[config.mk]
export PLATFORM = sky130hd
export DESIGN_NAME = cfgport_ctl
export DESIGN_NICKNAME = d
export VERILOG_FILES = /design/src/rtl/cfgport_ctl.sv
export SDC_FILE = /design/constraint.sdc
export NUM_CORES = 1
export LEC_CHECK = 0
export ABC_AREA = 1
export ABC_CLOCK_PERIOD_IN_PS = 1600
export BUFFER_PORTS_ARGS = -buffer_cell sky130_fd_sc_hd__clkbuf_2
export CAP_MARGIN = 40
export CORE_ASPECT_RATIO = 1.25
export CORE_MARGIN = 3
export CORE_UTILIZATION = 35
export DETAILED_ROUTE_END_ITERATION = 16
export PLACE_DENSITY_LB_ADDON = 0.12
export SETUP_SLACK_MARGIN = 0.5
export SLEW_MARGIN = 20
export SYNTH_ARGS = -nofsm -noshare
export SYNTH_HDL_FRONTEND = slang
export SYNTH_SLANG_ARGS = --single-unit
[constraint.sdc]
create_clock -name clk -period 1.6 [get_ports clk]
set_input_delay 0.16 -clock clk [delete_from_list [all_inputs] [get_ports clk]]
set_output_delay 0.16 -clock clk [all_outputs]
set_load 0.01 [all_outputs]
[src/rtl/cfgport_ctl.sv]
module cfgport_ctl #(
  parameter logic [15:0] BASE_LO   = 16'h002E,
  parameter logic [15:0] BASE_HI   = 16'h004E,
  parameter logic [15:0] DEV_ID    = 16'h1307,
  parameter logic [15:0] MFG_ID    = 16'h1934,
  parameter logic [7:0]  REV_ID    = 8'h02,
  parameter logic [7:0]  KEY_OPEN  = 8'h87,
  parameter logic [7:0]  KEY_CLOSE = 8'hAA,
  parameter logic [7:0]  LDN_IDX   = 8'h07,
  parameter logic [7:0]  FWD_FLOOR = 8'h30
) (
  input  logic        clk,
  input  logic        rst_n,
  input  logic        strap_alt,
  input  logic [15:0] io_addr,
  input  logic        io_wr,
  input  logic        io_rd,
  input  logic [7:0]  io_wdata,
  output logic [7:0]  io_rdata,
  output logic        unlocked,
  output logic [7:0]  dev_sel,
  output logic        ld_stb,
  output logic        ld_we,
  output logic [7:0]  ld_addr,
  output logic [7:0]  ld_wdata,
  input  logic [7:0]  ld_rdata
);
  logic [15:0] base;
  logic        hit_idx, hit_dat, fwd;
  logic        open_q, half_q;
  logic [7:0]  idx_q, ldn_q, glb;

  assign base    = strap_alt ? BASE_HI : BASE_LO;
  assign hit_idx = (io_addr == base);
  assign hit_dat = (io_addr == base + 16'd1);
  assign fwd     = (idx_q >= FWD_FLOOR);

  always_ff @(posedge clk or negedge rst_n) begin
    if (!rst_n) begin
      open_q <= 1'b0;
      half_q <= 1'b0;
      idx_q  <= 8'h00;
      ldn_q  <= 8'h00;
    end else if (io_wr && hit_idx) begin
      if (!open_q) begin
        if (io_wdata == KEY_OPEN) begin
          open_q <= half_q;
          half_q <= ~half_q;
        end else begin
          half_q <= 1'b0;
        end
      end else if (io_wdata == KEY_CLOSE) begin
        open_q <= 1'b0;
        half_q <= 1'b0;
      end else begin
        idx_q <= io_wdata;
      end
    end else if (io_wr && hit_dat && open_q && idx_q == LDN_IDX) begin
      ldn_q <= io_wdata;
    end
  end

  always_comb begin
    case (idx_q)
      LDN_IDX: glb = ldn_q;
      8'h20:   glb = DEV_ID[15:8];
      8'h21:   glb = DEV_ID[7:0];
      8'h22:   glb = REV_ID;
      8'h23:   glb = MFG_ID[15:8];
      8'h24:   glb = MFG_ID[7:0];
      default: glb = 8'h00;
    endcase
  end

  assign io_rdata = (open_q && hit_dat && io_rd) ? (fwd ? ld_rdata : glb) : 8'hFF;
  assign ld_stb   = open_q & hit_dat & (io_rd | io_wr) & fwd;
  assign ld_we    = io_wr;
  assign ld_addr  = idx_q;
  assign ld_wdata = io_wdata;
  assign unlocked = open_q;
  assign dev_sel  = ldn_q;
endmodule

==> results of run 1 <==
[how the worst min path moves through the flow]
stage | from | endpoint | slack, ns
final | io_wdata[6] | ld_addr[6] | 0.19
after detailed placement | rst_n | ld_addr[1] | 0.13
after global placement | rst_n | ld_addr[1] | 0.13
after CTS | io_wdata[0] | ld_addr[0] | 0.20
after global routing | io_wdata[1] | dev_sel[1] | 0.21
after floorplan | rst_n | dev_sel[0] | -0.14
[report_power, final]
| part | total, W | switching, W | internal (W) |
|---|---|---|---|
| Sequential | 0.000454 | 0.0000000000690 | 0.000454 |
| Combinational | 0.000132 | 0.0000777 | 0.0000543 |
| Clock | 0.000384 | 0.000165 | 0.000219 |
| Total | 0.000971 | 0.000243 | 0.000728 |
[cells by family after synthesis]
logic type / Yosys count / share of synthesized area
and+or+nand+nor: 163 / 0.558
AOI/OAI and AO/OA: 1 / 0.00529
DFF: 18 / 0.317
buffers and inverters: 35 / 0.119
[stage by stage]
step	instances	hold slack, ns
finish	359	0.185
global route	359	0.211
CTS	349	0.197
detailed placement	334	0.130
global placement	334	0.129
floorplan	217	-0.136
[layer usage]
| metal | GRT usage | vias to the layer above | share of wire |
|---|---|---|---|
| li1 | - | 860 | - |
| met1 | 0.206 | 753 | 0.41 |
| met2 | 0.309 | 54 | 0.52 |
| met3 | 0.0278 | 6 | 0.058 |
| met4 | 0.0574 | 0 | 0.015 |
| met5 | 0 | - | 0 |
[cell usage after synthesis]
library cell | number | area [µm²]
sky130_fd_sc_hd__nor2_4 | 1 | 11.3
sky130_fd_sc_hd__nand2_4 | 3 | 33.8
sky130_fd_sc_hd__nand4_1 | 2 | 12.5
sky130_fd_sc_hd__inv_1 | 22 | 82.6
sky130_fd_sc_hd__nor2_1 | 22 | 82.6
sky130_fd_sc_hd__nand2_1 | 79 | 297
sky130_fd_sc_hd__nand3b_1 | 5 | 37.5
sky130_fd_sc_hd__nor2_2 | 2 | 12.5
sky130_fd_sc_hd__buf_4 | 10 | 75.1
sky130_fd_sc_hd__o21bai_1 | 1 | 7.51
sky130_fd_sc_hd__nand3_1 | 42 | 210
sky130_fd_sc_hd__and3_1 | 1 | 6.26
sky130_fd_sc_hd__dfrtp_1 | 18 | 450
sky130_fd_sc_hd__nand2_2 | 2 | 12.5
sky130_fd_sc_hd__inv_2 | 3 | 11.3
sky130_fd_sc_hd__nor2_8 | 3 | 60.1
sky130_fd_sc_hd__nor3_4 | 1 | 16.3
[registers in the layout, summed over array words and instances, names as in the netlist]
name,cells
dev_sel,8
unlocked,1
ld_addr,8
half_q,1
[area by class of cell]
cell class | instances | area [µm²] | area share
Multi-Input combinational cell | 166 | 966 | 0.434
Tap cell | 54 | 67.6 | 0.0304
Clock buffer | 4 | 55.1 | 0.0248
Inverter | 25 | 98.8 | 0.0445
Timing Repair Buffer | 91 | 579 | 0.261
Sequential cell | 18 | 452 | 0.203
Timing Repair inverter | 1 | 5.00 | 0.00225
[repair_timing]
item / 4_1_cts / 5_1_grt
hold buffers: 1 / 0
setup endpoints to repair: 25 / 28
buffers inserted: 9 / 7
pin swaps: 18 / 10
hold endpoints to repair: 18 / 0
resized for setup: 17 / 46
cloned: 1 / 3
[worst max-delay path: stages (launching register included)]
cell and delay, ns:
sky130_fd_sc_hd__dfrtp_1 0.39, sky130_fd_sc_hd__inv_2 0.07, sky130_fd_sc_hd__nand2_4 0.08, sky130_fd_sc_hd__nor2_4 0.25, sky130_fd_sc_hd__nand3_1 0.10, sky130_fd_sc_hd__nand2_1 0.07, sky130_fd_sc_hd__nand3b_1 0.10, sky130_fd_sc_hd__clkbuf_2 0.13
==> results.txt, run 1 <==
The run finished, with violations left. The final reports fail on negative setup slack. The number of clock sinks seen by CTS is 18.

The placer congestion estimate came out at 0.820. The worst setup path is captured at an output port. The largest net degree at the start of global routing is 19.

The net count after synthesis is 254. The reg-to-reg setup timing slack came out at 0.12 ns. The utilization of the core after routing came out at 0.578.

The overall global routing resource usage is 0.173. The average wire per standard cell came out at 11.8 µm. The leakage component of the power came out at 1.30 nW. The cell count after synthesis came out at 217. The net count of the finished layout is 343. The library cells used most frequently in the layout, excluding fill and tap cells, are 67 x sky130_fd_sc_hd__nand2_1, 61 x sky130_fd_sc_hd__clkbuf_2, 34 x sky130_fd_sc_hd__nand3_1, 20 x sky130_fd_sc_hd__inv_1, 17 x sky130_fd_sc_hd__dfrtp_1.

The required time of the critical path is 1.44 ns. The largest fanout on the critical path came out at 7. The capturing instance or port of the critical path is io_rdata[3]. In the finished design, the share of the clock period the worst path needs comes to 1.01. The fraction of the yosys area taken by sequential cells came out at 0.317.

From synthesis to final layout, the design area changed by 56.7%. Setup violations remaining at the end of the flow were counted as 6. The via count came out at 1673. The worst setup path is launched from a flip-flop.

The die footprint came out at 4860 µm². After floorplanning, the core was divided into 25 placement rows. Dividing the synthesized area by the synthesized cell count gives 6.54 µm². The initial utilization of the core area, before any placement, comes to 0.369.

Setup repair after global routing could not meet its margin everywhere. Of the cells placed in the final design, the portion with a size suffix greater than 1 is 0.469. The min-delay analysis places its worst path in the category in2reg. Fill cells in the final layout number 395. The overall die width is 63.0 µm. The die is 77.2 µm tall. At the pin with the least slew margin, the transition time is 0.462 ns. Timing would allow up to 617 MHz. In this run the critical register-to-register path is launched from ld_addr[6].

The root cell of the clock tree is sky130_fd_sc_hd__clkbuf_8. The arrival time of the worst setup path is 1.46 ns. In this run the cell area measured after placement is 1790 µm². The number of DRC violations after detailed-routing iteration 0 came out at 104. The design area is 2220 µm². The maximum level of the CTS H-tree is 1. The number of antenna repair diodes is 0.

The clock latency on the worst-skew pair is 0.25 ns. The total wire length is 4220 µm. The routed design could run at a clock period as short as 1.62 ns.

Across the run, the number of max-cap violations was 0. The class of the most critical setup path is reg2out. The number of antenna violations at the first check in global routing is 0.

The cell depth of the worst flop-to-flop path is 9. The worst setup timing slack at the placement stage came out at 0.0178 ns. The clock tree skew after final layout came out at 0.00338 ns. The remaining global-route overflow is 0. The worst register-to-register path ends at dev_sel[7]. The wire length of the first global-routing pass came out at 7000 µm. 72 I/O pins were placed. The final setup TNS came out at -0.0414 ns. Summed over all nets, the half-perimeter wirelength after detailed placement is 3030 µm.

The number of warnings reported in the yosys synthesis log is 0. Setup slack on the critical path of the routed design comes to -0.0219 ns. The number of clock buffers inserted by TritonCTS came out at 3. The cell area after synthesis came out at 1420 µm². After detailed routing, the number of vias per cell comes to 4.66.

In this run the tightest slew margin relative to its limit is 0.692. The commonest non-fill, non-tap cell in the layout is sky130_fd_sc_hd__nand2_1. The maximum count of clock buffers along a single path came out at 2.

The area of the core came out at 3850 µm². Tracing the worst setup path back leads to its startpoint at ld_addr[6]. The netlist uses 17 different library cells.

The hold violation count in the final report is 0. After clock tree synthesis, the clock-pin slew on the worst setup and hold paths is 0.08 ns. The remaining number of nets flagged by the antenna check after routing is 0.

The overall power consumption is 0.000971 W. The number of buffers inserted by port buffering is 71. Counting instances, the worst hold path has a depth of 3. The number of global-route vias before repair came out at 1623. The detailed-router iteration count before antenna repair came out at 4.

Counting flops and latches in the post-synthesis netlist gives 18. The post-detailed-route DRC marker count is 0. The ratio of total power to cell area is 437 nW/µm². The maximum vdd ir drop is 0.372 mV. The max-slew violation count is 0. The CTS tree is done.
Power figures use the tool's default switching activity.
==> run 2, diff against run 1 <==
ABC_AREA = default   (was 1)
==> run 2 against run 1 <==
Clock skew is 0.0025 ns lower; cell area down 4.7%; synthesized cell count decreased by 51%; the run still ends with negative setup slack left; non-clock buffer count increased by 18; sequential power barely moved; first-iteration DRC count shrank 30%; total power fell by 12%; final cell count shrank 32%; sequential cell count unchanged.
==> results.txt, run 2 <==
The CTS tree is done. The number of endpoints failing setup at the final stage came out at 17 (+11). The overall die width is 56.8 µm (-9.7%). The area fraction of the dominant cell type after synthesis is 0.398 (+0.0808).

The cell area after synthesis is 1130 µm² (-20%). The design area came out at 2120 µm² (-4.7%). The overall global routing resource usage came out at 0.204 (+0.0311). The number of warnings reported in the yosys synthesis log came out at 0 (unchanged).

The cell count after synthesis came to 106 (-51%). The endpoint type of the worst setup path is a flip-flop. The clock-pin slew on the worst setup and hold paths is 0.10 ns (+0.02 ns). The count of max-cap constraint violations came out at 0 (unchanged).

The worst hold path terminates at ld_addr[3]. The number of clock sinks seen by CTS came to 18 (unchanged). The number of global-route vias before repair came out at 1381 (-15%). The library cell used most frequently in the layout, excluding fill and tap cells, is sky130_fd_sc_hd__clkbuf_2. The clock tree skew after final layout came out at 0.000917 ns (-0.00246 ns). The number of antenna violations at the first check in global routing came out at 0 (unchanged). The area growth from synthesis to layout is 87.4%. The worst register-to-register path ends at dev_sel[1]. The post-synthesis area per instance is 10.7 µm² (+63%).

The wire length of the first global-routing pass was 6440 µm (-7.9%). The remaining global-route overflow is 0 (unchanged). The clock latency on the worst-skew pair was 0.29 ns (+0.04 ns). The root cell of the clock tree is sky130_fd_sc_hd__clkbuf_4. The site row count came to 22 (-12%).

The number of fill cells in the layout came out at 229 (-42%). The distinct cell type count of the synthesized netlist came out at 32 (+15). The fraction of layout cells with a size suffix above 1 is 0.766 (+0.297). The number of clock buffers inserted by TritonCTS is 3 (unchanged). The number of instances on the worst hold path is 2 (-1).

The via count is 1283 (-23%). The arrival time of the worst setup path is 2.22 ns (+0.76 ns). Setup repair after global routing could not meet its margin everywhere. The share of the clock period used by the worst path after layout is 1.27 (+0.261). Walking the worst path, the cells encountered are or3_4 -> or4_4 -> nor4_4 -> buf_6 -> mux2_2. The final-stage net count came out at 247 (-28%).

The total wire length is 3910 µm (-7.5%). The flow ran to the end, but the final reports show violations. The slowest stage of the critical path is the sky130_fd_sc_hd__or4_4 cell. The count of buffer and inverter cells on the critical path came out at 1 (-1).

The post-detailed-route DRC marker count came out at 0 (unchanged). The number of antenna repair diodes is 0 (unchanged). The leakage component of the power came out at 1.02 nW (-21%). The area of the core is 3030 µm² (-21%). The length of routed met2 wiring is 2090 µm (-4.2%). The met1 routed wirelength after detailed routing came out at 1500 µm (-14%). The checks that failed: negative setup slack.

The detailed router used layers up to and including met4. The remaining number of nets flagged by the antenna check after routing came out at 0 (unchanged). The placer congestion estimate came to 0.847 (+3.3%). The maximum operating frequency was 490 MHz (-20%). The ratio of total power to cell area came to 403 nW/µm² (-7.7%). The die footprint is 3950 µm² (-19%). The headroom to the max-slew limit is 0.692 (about the same). The worst hold path belongs to the class in2reg. The instance area after placement is 1760 µm² (-1.8%).

STA classifies the critical path startpoint as a flip-flop. The detail-routed via count per cell came out at 5.24 (+12%). The average wire per standard cell is 15.9 µm (+36%). The largest fanout on the critical path was 8 (+1).

The most used flip-flop cell after synthesis is sky130_fd_sc_hd__dfrtp_1. The delay of the slowest critical-path stage was 0.50 ns (+0.11 ns). The maximum vdd ir drop came out at 0.391 mV (+5.1%). The required time of the critical path came out at 1.78 ns (+0.34 ns). The met3 wire length was 242 µm (-1.6%).

The max-slew violation count came out at 0 (unchanged). Among cell families on the critical path, the largest total delay comes from simple AND/OR/NAND/NOR gates. The worst hold path begins at io_wdata[3]. The detailed-router iteration count before antenna repair was 4 (unchanged). The critical path in this run is classified as reg2reg. By count the netlist is led by 18 x sky130_fd_sc_hd__dfrtp_1, 18 x sky130_fd_sc_hd__mux2_2, 9 x sky130_fd_sc_hd__buf_4.

Sorting the synthesized cells by area gives the leading types as sky130_fd_sc_hd__dfrtp_1 40%, sky130_fd_sc_hd__mux2_2 18%, sky130_fd_sc_hd__buf_4 6.0%. In this run the critical register-to-register path is launched from ld_addr[7]. The worst setup timing slack at the placement stage is -0.517 ns (-0.535 ns). The number of buffers inserted by port buffering is 71 (unchanged). The die height was 69.6 µm (-9.9%). The cell depth of the worst flop-to-flop path came to 5 (-4). The fraction of the yosys area taken by sequential cells was 0.398 (+0.0808). The post-route minimum period was 2.04 ns (+0.418 ns). The number of top-level pins came out at 72 (unchanged). The transition time of the tightest slew-check pin is 0.462 ns (+0.0000966 ns). The maximum count of clock buffers along a single path is 2 (unchanged). The number of flops mapped to enable cells by yosys is 0 (unchanged). The hold violation count in the final report came out at 0 (unchanged). The largest total area in the synthesized netlist belongs to sky130_fd_sc_hd__dfrtp_1.

The number of flip-flops and latches in the synthesized netlist is 18 (unchanged). The number of DRC violations after detailed-routing iteration 0 is 73 (-30%). The reg-to-reg setup timing slack came out at -0.44 ns (-0.56 ns). The final setup slack of the worst path is -0.440 ns (-0.418 ns). The placed wire-length estimate is 2980 µm (-1.7%).

The starting utilization of the core area came out at 0.374 (+0.00477). The share of synthesized flip-flops with an asynchronous set or reset came out at 1.00 (unchanged). The largest net degree at the start of global routing came out at 19 (unchanged). The top cell types in the final layout, fill and taps aside, are 55 x sky130_fd_sc_hd__clkbuf_2, 24 x sky130_fd_sc_hd__buf_6, 22 x sky130_fd_sc_hd__buf_4, 16 x sky130_fd_sc_hd__dfrtp_1, 10 x sky130_fd_sc_hd__mux2_4. The net count after synthesis is 143 (-44%). The maximum level of the CTS H-tree is 1 (unchanged).
run 2: changes by cell type after synthesis, sizes merged, moves of 18 or more:
cell   previous run  this run
nor2             28         2
nand2            84         8
inv              25         4
mux2              0        18
nand3            42         6
run 2: how the worst max path moves through the flow:
stage	startpoint	to	depth (start not counted)
2_1_floorplan	ld_addr[4]	dev_sel[0]	4
3_3_place_gp	ld_addr[4]	dev_sel[4]	5
3_5_place_dp	ld_addr[4]	dev_sel[2]	5
4_1_cts	ld_addr[6]	dev_sel[2]	5
5_1_grt	ld_addr[6]	dev_sel[2]	5
6_report	ld_addr[7]	dev_sel[1]	5
run 2: area by class of cell:
type                            instances  area [µm²]  area share
Clock buffer                            4        36.3      0.0171
Multi-Input combinational cell         74         815       0.384
Inverter                                4        15.0     0.00708
Timing Repair Buffer                  109         756       0.357
Tap cell                               36        45.0      0.0213
Sequential cell                        18         453       0.214
run 2: per-layer routing:
metal,global-route usage,up-vias
met5,0,-
met4,0.0747,0
met3,0.0317,8
met2,0.366,60
met1,0.239,610
li1,-,605
run 2: repair_timing:
action	4_1_cts	5_1_grt
resized for setup	38	36
pin swaps	23	5
gates cloned	0	0
endpoints found under the setup margin	36	36
setup buffers	6	2
hold buffers	1	0
endpoints found under the hold margin	18	0
run 2: cells by family (layout without fill, tap and decap cells):
kind of cell,Yosys count,in the layout,synth area share
AO/OA/AOI/OAI,15,15,0.101
XOR/XNOR,1,1,0.00774
buffers and inverters,14,117,0.0763
flip-flops,18,18,0.398
multiplexers,18,18,0.179
AND/OR/NAND/NOR,40,40,0.238
run 2: per-stage QoR:
step | util | hold slack, ns | instances | total power (W) | setup TNS [ns]
2_1_floorplan | - | -0.136 | 106 | 0.000504 | -7.26
3_3_place_gp | 0.581 | 0.118 | 232 | 0.000582 | -5.31
3_5_place_dp | 0.581 | 0.129 | 232 | 0.000585 | -6.03
4_1_cts | 0.662 | 0.162 | 243 | 0.000863 | -6.58
5_1_grt | 0.700 | 0.184 | 245 | 0.000907 | -8.40
6_report | 0.700 | 0.172 | 245 | 0.000854 | -6.52
run 2: power by group:
part | leakage, nW | internal [W] | switching [W] | total, W
registers | 0.248 | 0.000455 | 0.0000000000991 | 0.000455
clock network | 0.0210 | 0.000139 | 0.000134 | 0.000273
logic | 0.755 | 0.0000611 | 0.0000651 | 0.000126
total | 1.02 | 0.000654 | 0.000200 | 0.000854
==> run 3, diff against run 2 <==
CORE_UTILIZATION = 30   (was 35)
CTS_CLUSTER_SIZE = 28   (was default)
==> run 3 against run 2 <==
The run still ends with negative setup slack left; highest routed layer unchanged; clock skew grew 0.0050 ns; setup slack got worse by 0.0033 ns; final cell count fell by 0.82%; sequential cell count unchanged; combinational power up 3%; critical path type unchanged.
==> results.txt, run 3 (synthesized netlist as in run 2, its figures left out) <==
The remaining number of nets flagged by the antenna check after routing came out at 0 (unchanged). The number of antenna violations at the first check in global routing came out at 0 (unchanged). The required time of the critical path is 1.75 ns (-0.03 ns).

The clock-pin slew on the worst setup and hold paths came out at 0.07 ns (-0.03 ns). The commonest non-fill, non-tap cell in the layout is sky130_fd_sc_hd__clkbuf_2. The area of the core is 3540 µm² (+17%). Setup repair after global routing could not meet its margin everywhere. The detail-routed via count per cell came to 5.17 (-1.3%). The number of clock sinks seen by CTS is 18 (unchanged). The met3 track demand over resource came out at 0.0257 (-0.00593).

The number of DRC violations after detailed-routing iteration 0 was 57 (-22%). The final setup slack of the worst path is -0.443 ns (-0.00329 ns). The number of top-level pins is 72 (unchanged).

The post-route minimum period is 2.04 ns (+0.00330 ns). The via count came out at 1256 (-2.1%). The number of standard cells in the layout, taps in and fillers out came out at 243 (-0.82%).

The run finished, with violations left. The total wire length came out at 3880 µm (-0.67%). The transition time of the tightest slew-check pin is 0.460 ns (-0.00201 ns).

The count of max-cap constraint violations came out at 0 (unchanged). The share of the clock period used by the worst path after layout is 1.28 (+0.00206). The fraction of layout cells with a size suffix above 1 is 0.740 (-0.0254). The overall global routing resource usage is 0.182 (-0.0218). The number of cells after detailed placement is 235 (+1.3%). The largest fanout on the critical path is 8 (unchanged). The area growth from synthesis to layout came out at 82.4%. The largest net degree at the start of global routing is 19 (unchanged). The category of the worst setup path launch point is a flip-flop. The min-delay analysis places its worst path in the category in2reg. In the layout the commonest cells are 56 x sky130_fd_sc_hd__clkbuf_2, 17 x sky130_fd_sc_hd__dfrtp_1, 17 x sky130_fd_sc_hd__buf_6, 17 x sky130_fd_sc_hd__buf_4. The maximum level of the CTS H-tree was 1 (unchanged). The met1 routing resource usage after global routing was 0.228 (-0.0114).

The maximum count of clock buffers along a single path came out at 2 (unchanged). The clock tree skew after final layout came out at 0.00596 ns (+0.00505 ns). The wire length of the first global-routing pass came out at 6300 µm (-2.3%). The final-stage net count is 242 (-2.0%). The root cell of the clock tree is sky130_fd_sc_hd__clkbuf_8.

The worst setup path is captured at a flip-flop. The leakage component of the power was 1.02 nW (-0.70%). The site row count came out at 24 (+9.1%). The hold violation count in the final report came out at 0 (unchanged).

The overall power consumption is 0.000969 W (+13%). The average wire per standard cell is 16.0 µm (+0.15%). The die footprint came to 4550 µm² (+15%). The max-slew violation count is 0 (unchanged). The reg-to-reg setup timing slack came out at -0.44 ns (about the same).

The final reports fail on negative setup slack. The met2 routing resource usage after global routing is 0.322 (-0.0441). The number of endpoints failing setup at the final stage was 25 (+8).

The headroom to the max-slew limit was 0.693 (+0.00134). The number of buffers inserted by port buffering is 71 (unchanged). The maximum operating frequency is 490 MHz (-0.16%). met2 is the most crowded layer. The die height is 74.7 µm (+7.3%).

The maximum vdd ir drop came out at 0.292 mV (-25%). The placed wire-length estimate came out at 3040 µm (+2.0%). The number of global-route vias before repair is 1323 (-4.2%). The final setup TNS came out at -6.86 ns (-0.345 ns). The remaining global-route overflow came out at 0 (unchanged).

The CTS tree is done. The overall die width came to 60.9 µm (+7.2%). The worst setup timing slack at the placement stage came out at -0.542 ns (-0.0244 ns). The clock latency on the worst-skew pair came out at 0.26 ns (-0.03 ns). The post-detailed-route DRC marker count is 0 (unchanged). The final hold slack came out at 0.198 ns (+0.0264 ns). The ratio of total power to cell area was 469 nW/µm² (+17%).

The placer congestion estimate is 0.785 (-7.3%). The critical path in this run is classified as reg2reg. The number of clock buffers inserted by TritonCTS is 3 (unchanged). The arrival time of the worst setup path is 2.19 ns (-0.03 ns). The starting utilization of the core area came to 0.319 (-0.0543). The number of antenna repair diodes came out at 0 (unchanged). The detailed-router iteration count before antenna repair came out at 4 (unchanged).
-- run 3: path summary, 6_finish.rpt --
kind                        startpoint          to  cells after the start
min in group asynchronous        rst_n  dev_sel[5]                      2
max reg2reg                 ld_addr[4]  dev_sel[4]                      5
min reg2reg                     half_q      half_q                      1
max in group asynchronous        rst_n  ld_addr[5]                      2
max                         ld_addr[4]  dev_sel[4]                      5
min                        io_wdata[3]  dev_sel[3]                      2
-- run 3: metrics by stage --
step / utilization / instance area [µm²]
CTS: 0.564 / 2000
global placement: 0.501 / 1770
finish: 0.582 / 2060
floorplan: - / 1220
detailed placement: 0.501 / 1770
global route: 0.582 / 2060
-- run 3: layout make-up --
cell class / instances / area [µm²]
Clock buffer: 4 / 55.1
Tap cell: 39 / 48.8
Sequential cell: 18 / 452
Inverter: 4 / 15.0
Fill cell: 310 / 1480
Multi-Input combinational cell: 74 / 803
Timing Repair Buffer: 104 / 689
-- run 3: routing by layer --
layer  part of all wire  wire length [µm]
met3              0.058               224
met4             0.0082                32
met2               0.52              2030
met1               0.41              1600
met5                  0                 0
-- run 3: power breakdown --
part           leakage [nW]  internal, W    switching [W]  total [W]
Combinational         0.738    0.0000652        0.0000645   0.000130
Clock                0.0288     0.000219         0.000165   0.000384
Sequential            0.250     0.000455  0.0000000000802   0.000455
-- run 3: timing repair --
action / in CTS / in global routing
pin swaps: 7 / 12
buffers inserted: 2 / 1
endpoints found under the hold margin: 18 / 0
setup endpoints to repair: 28 / 34
resized for setup: 34 / 27
cloned: 0 / 0
hold buffers: 1 / 0
-- run 3: worst max-delay path: stages (launching register included) --
cell,delay (ns)
sky130_fd_sc_hd__dfrtp_1,0.38
sky130_fd_sc_hd__or3_4,0.39
sky130_fd_sc_hd__or4_4,0.50
sky130_fd_sc_hd__nor4_4,0.15
sky130_fd_sc_hd__buf_6,0.18
sky130_fd_sc_hd__mux2_2,0.33
